===== config.mk =====
export PLATFORM = sky130hd
export DESIGN_NAME = pcache_rw_ctrl
export DESIGN_NICKNAME = d
export VERILOG_FILES = /design/src/rtl/pcache_rw_ctrl.sv
export SDC_FILE = /design/constraint.sdc
export NUM_CORES = 1
export LEC_CHECK = 0
export BUFFER_PORTS_ARGS = -buffer_cell sky130_fd_sc_hd__buf_2
export CORE_MARGIN = 2
export CORE_UTILIZATION = 60
export DETAILED_ROUTE_END_ITERATION = 6
export PLACE_DENSITY = 0.78
export SLEW_MARGIN = 10
export SYNTH_ARGS = -nofsm -noshare
export SYNTH_HDL_FRONTEND = slang
export SYNTH_SLANG_ARGS = --single-unit

===== constraint.sdc =====
create_clock -name clk -period 8.5 [get_ports clk]
set_input_delay 0.425 -clock clk [delete_from_list [all_inputs] [get_ports clk]]
set_output_delay 0.425 -clock clk [all_outputs]
set_load 0.02 [all_outputs]

===== src/rtl/pcache_rw_ctrl.sv =====
module pcache_rw_ctrl #(
  parameter int TYPE_W    = 3,
  parameter int PARAM_W   = 3,
  parameter int CNT_W     = 9,
  parameter int NUM_TYPES = 5,
  parameter int DATA_W    = CNT_W
) (
  input  logic               clk,
  input  logic               rst_n,
  input  logic               rd_stb,
  input  logic               wr_stb,
  input  logic [TYPE_W-1:0]  ctype,
  input  logic [PARAM_W-1:0] cparam,
  input  logic [DATA_W-1:0]  wdata,
  output logic [DATA_W-1:0]  rdata,
  output logic               busy
);
  localparam int SLOT_BITS  = 2 * CNT_W + 2;
  localparam int CACHE_BITS = NUM_TYPES * SLOT_BITS;
  localparam int OFF_W      = $clog2(CACHE_BITS);
  localparam int IDX_W      = $clog2(DATA_W + 1);

  logic [CACHE_BITS-1:0] cache;
  logic                  prev_stb, is_wr;
  logic [OFF_W-1:0]      base, lk_off;
  logic [IDX_W-1:0]      len, idx, lk_len;
  logic [DATA_W-1:0]     wbuf;
  logic [TYPE_W-1:0]     sel_type;

  always_comb begin
    lk_off = '0;
    lk_len = '0;
    if (int'(ctype) < NUM_TYPES) begin
      case (int'(cparam))
        0: begin lk_off = OFF_W'(int'(ctype) * SLOT_BITS);             lk_len = IDX_W'(CNT_W); end
        1: begin lk_off = OFF_W'(int'(ctype) * SLOT_BITS + CNT_W);     lk_len = IDX_W'(CNT_W); end
        2: begin lk_off = OFF_W'(int'(ctype) * SLOT_BITS + 2 * CNT_W); lk_len = IDX_W'(1); end
        3: begin lk_off = OFF_W'(int'(ctype) * SLOT_BITS + 2 * CNT_W + 1); lk_len = IDX_W'(1); end
        default: ;
      endcase
    end
  end

  wire              any_stb = rd_stb | wr_stb;
  wire              start   = any_stb & ~busy & ~prev_stb;
  wire [OFF_W-1:0]  pos     = base + OFF_W'(idx);
  wire              moving  = busy & (idx < len);

  always_ff @(posedge clk or negedge rst_n) begin
    if (!rst_n) begin
      cache    <= '0;
      prev_stb <= 1'b0;
      busy     <= 1'b0;
      is_wr    <= 1'b0;
      base     <= '0;
      len      <= '0;
      idx      <= '0;
      wbuf     <= '0;
      rdata    <= '0;
      sel_type <= '0;
    end else begin
      prev_stb <= any_stb;
      if (start) begin
        busy     <= 1'b1;
        is_wr    <= wr_stb;
        base     <= lk_off;
        len      <= lk_len;
        idx      <= '0;
        wbuf     <= wdata;
        sel_type <= ctype;
        if (!wr_stb) rdata <= '0;
      end else if (busy) begin
        if (moving) begin
          if (is_wr) cache[pos]  <= wbuf[idx];
          else       rdata[idx]  <= cache[pos];
        end
        if (idx + 1'b1 >= len) busy <= 1'b0;
        idx <= idx + 1'b1;
      end
    end
  end

  AST_BUSY_AFTER_STROBE: assert property (@(posedge clk) disable iff (!rst_n)
    $rose(busy) |-> $past(any_stb));
  AST_BUSY_NOT_OVERRUN: assert property (@(posedge clk) disable iff (!rst_n)
    busy |-> (idx <= len));
  AST_RDATA_HELD: assert property (@(posedge clk) disable iff (!rst_n)
    (!busy && !start) |=> $stable(rdata));
  AST_READ_KEEPS_CACHE: assert property (@(posedge clk) disable iff (!rst_n)
    (busy && !is_wr) |=> $stable(cache));
  AST_SELECT_LOCKED: assert property (@(posedge clk) disable iff (!rst_n)
    (busy && any_stb) |=> $stable(sel_type) && $stable(base));
  AST_WRITE_WINS: assert property (@(posedge clk) disable iff (!rst_n)
    (start && wr_stb) |=> is_wr);
endmodule


==> results_dict.tcl <==
set metrics [dict create \
    status "completed" \
    crit_buf_inv 0 \
    wirelength_um 16900 \
    setup_viol 0 \
    period_minus_slack_ns 3.76 \
    firstDrtPassIters 5 \
    grt_pass1_wl_um 27700 \
    p_int_w 0.00151 \
    root_buffer "clkbuf_16" \
    synth-edff-count 0 \
    hold_path_class "in -> async" \
    port_buffers 28 \
    cp.depth 9 \
    finalNetCount 733 \
    rows 40 \
    track_usage 0.274 \
    drive_gt1_frac 0.230 \
    mostFrequentLayoutCells "134 x dfrtp_1, 103 x nand2_1, 86 x nor2_1, 65 x mux2_2, 43 x mux2_1" \
    synth_warnings 0 \
    final.setup.tns_ns 0 \
    synth_flop_cell "dfrtp_1" \
    grt_overflow 0 \
    startpoint_type "flip-flop" \
    gp_congestion 0.882 \
    synthArstFlopShare 1.00 \
    combinationalPowerShare 0.357 \
    cts.repair.resized 0 \
    diodes 0 \
    maxCapViolCount 0 \
    io_pins 29 \
    yosysUniqueCellTypes 60 \
    ant_nets 0 \
    clk_path_buf_depth 2 \
    slowest_stage "xor2_2" \
    die_x_um 115 \
    cts_tree "built" \
    crit_required_ns 8.82 \
    grt_max_degree 101 \
    peakVddDrop_mv 0.404 \
    cts_made_buffers 17 \
    r2r.worst_path.cells 9 \
    leakage_nw 3.83 \
    wl_per_cell_um 19.2 \
    cts.sinks 134 \
    reg2reg_from "idx[0]$_DFFE_PN0P_" \
    p_clk_frac 0.319 \
    p_sw_frac 0.381 \
    dr_total_vias 5299 \
    crit_chain "ha_2 -> fa_1 -> xor2_2 -> mux4_1 -> nor3_1 -> a311oi_1 -> o21ai_2 -> nand4_4 -> o41ai_2" \
    fin_ws_ns 4.74 \
    slew_headroom 0.259 \
    start_util 0.618 \
    drc 0 \
    critPathTopFamily "adder cells" \
    ys_seq_area_frac 0.450 \
    ys_seq_elements 134 \
    critPathArrivalTime_ns 4.08 \
    die-area_sq_um 13300 \
    clock_latency_ns 0.43 \
    grt_pass1_vias 5347 \
    fillers 885 \
    path_max_fanout 15 \
    cpPeakStageDelay_ns 0.74 \
    seqPwrFrac 0.323 \
    area_growth_syn_to_layout_pct 11.5 \
    via_per_inst 6.04 \
    fp.dieH_um 115 \
    postCtsSetupRepairBufs 0 \
    avgSynthCellArea_sq_um 11.0 \
    syn-num-nets 713 \
    detailed_place_hpwl_um 11200 \
    drtIter0Drc 376 \
    post-place-ws_ns 4.79 \
    max_freq_mhz 266 \
    grt_setup_unrepaired "no" \
    skew_ns 0.00637 \
    tightest_slew_ns 1.11 \
    core_sq_um 12100 \
    cellPowerDensity_nw_per_um2 295 \
    final_common_cell "dfrtp_1" \
    startpoint "idx[0]$_DFFE_PN0P_" \
    synth_cells 677 \
    cts_htree_levels 4 \
    whs_ns 0.102 \
    clkTransAtPathRegs_ns 0.06 \
    final_area_sq_um 8300 \
    drv_slew 0 \
    crit_type "reg -> reg" \
    fin_crit_sh 0.443 \
    power_w 0.00245 \
    antenna_found_initial 0 \
    dpl_cell_area_sq_um 7680 \
    report.final.hold_viol_count 0 \
    switching_power_w 0.000932 \
    end_kind "flip-flop" \
    holdBufCountCts 0 \
    syn_area_sq_um 7450 \
]
## final cells by class
| type | count | area [sq um] | share of cell area |
|---|---|---|---|
| Multi-Input combinational cell | 501 | 3900 | 0.470 |
| Clock buffer | 23 | 478 | 0.0576 |
| Tap cell | 168 | 210 | 0.0253 |
| Sequential cell | 134 | 3350 | 0.404 |
| Clock inverter | 9 | 148 | 0.0178 |
| Timing Repair Buffer | 32 | 173 | 0.0208 |
| Inverter | 11 | 41.3 | 0.00497 |
## stage by stage
stage	util	cells
floorplan	-	677
global placement	0.636	846
detailed placement	0.636	846
CTS	0.688	878
global route	0.688	878
finish	0.688	878
## routing by layer
| layer | part of all wire | GRT usage | wire [um] |
|---|---|---|---|
| met1 | 0.43 | 0.363 | 7290 |
| met2 | 0.48 | 0.445 | 8190 |
| met3 | 0.058 | 0.0706 | 981 |
| met4 | 0.025 | 0.0940 | 425 |
| met5 | 0 | 0 | 0 |
## synthesized netlist by cell type, drive strengths merged, types with 2 or more instances
master	count	area (sq um)
a21o	3	22.5
a21oi	19	98.9
inv	11	41.3
xor2	3	33.8
o31ai	6	45.0
or2	2	12.5
o21a	2	15.0
a311oi	4	35.0
buf	11	98.8
xnor2	8	92.6
nand4	6	52.6
nor3	12	116
nand2b	5	31.3
o21ai	22	118
o41ai	4	65.1
clkbuf	20	75.1
mux2i	28	280
nand3b	4	30.0
nand3	10	50.1
o32ai	2	25.0
ha	16	200
and3	2	12.5
nand2	104	393
a22o	4	35.0
mux2	108	1220
dfrtp	134	3350
o22ai	3	18.8
mux4	14	327
nor2	87	334
a2bb2oi	8	70.1
nor2b	4	25.0
## power by group through the flow
stage               sequential, W  clock, W  combinational [W]
floorplan                0.000793         0           0.000678
global placement         0.000794         0           0.000833
detailed placement       0.000798         0           0.000857
CTS                      0.000790  0.000786           0.000865
global route             0.000800  0.000817           0.000953
finish                   0.000791  0.000781           0.000874
## worst paths after layout
path                       slack (ns)                    end
setup / recovery                 4.74   rdata[2]$_DFFE_PN0P_
hold / removal                   0.10  cache[23]$_DFFE_PN0P_
setup reg to reg                 4.74   rdata[2]$_DFFE_PN0P_
hold reg to reg                  0.48    wbuf[4]$_DFFE_PN0N_
max in group asynchronous        7.05   rdata[2]$_DFFE_PN0P_
min in group clk                 0.19    wbuf[7]$_DFFE_PN0N_
## flip-flops by register name, summed over array words and instances (netlist names)
| name | count |
|---|---|
| idx | 4 |
| base | 7 |
| prev_stb | 1 |
| is_wr | 1 |
| rdata | 9 |
| busy | 1 |
| wbuf | 9 |
| cache | 100 |
| len | 2 |
## cell families after synthesis
| kind of cell | count (synthesis) | share of synthesized area |
|---|---|---|
| adder cells (fa/ha/maj) | 17 | 0.0296 |
| XOR/XNOR | 11 | 0.0170 |
| flip-flops | 134 | 0.450 |
| multiplexers | 150 | 0.245 |
| buffers and inverters | 42 | 0.0289 |
| AND/OR/NAND/NOR | 240 | 0.146 |
| AO/OA/AOI/OAI | 83 | 0.0833 |
Power figures use the tool's default switching activity.
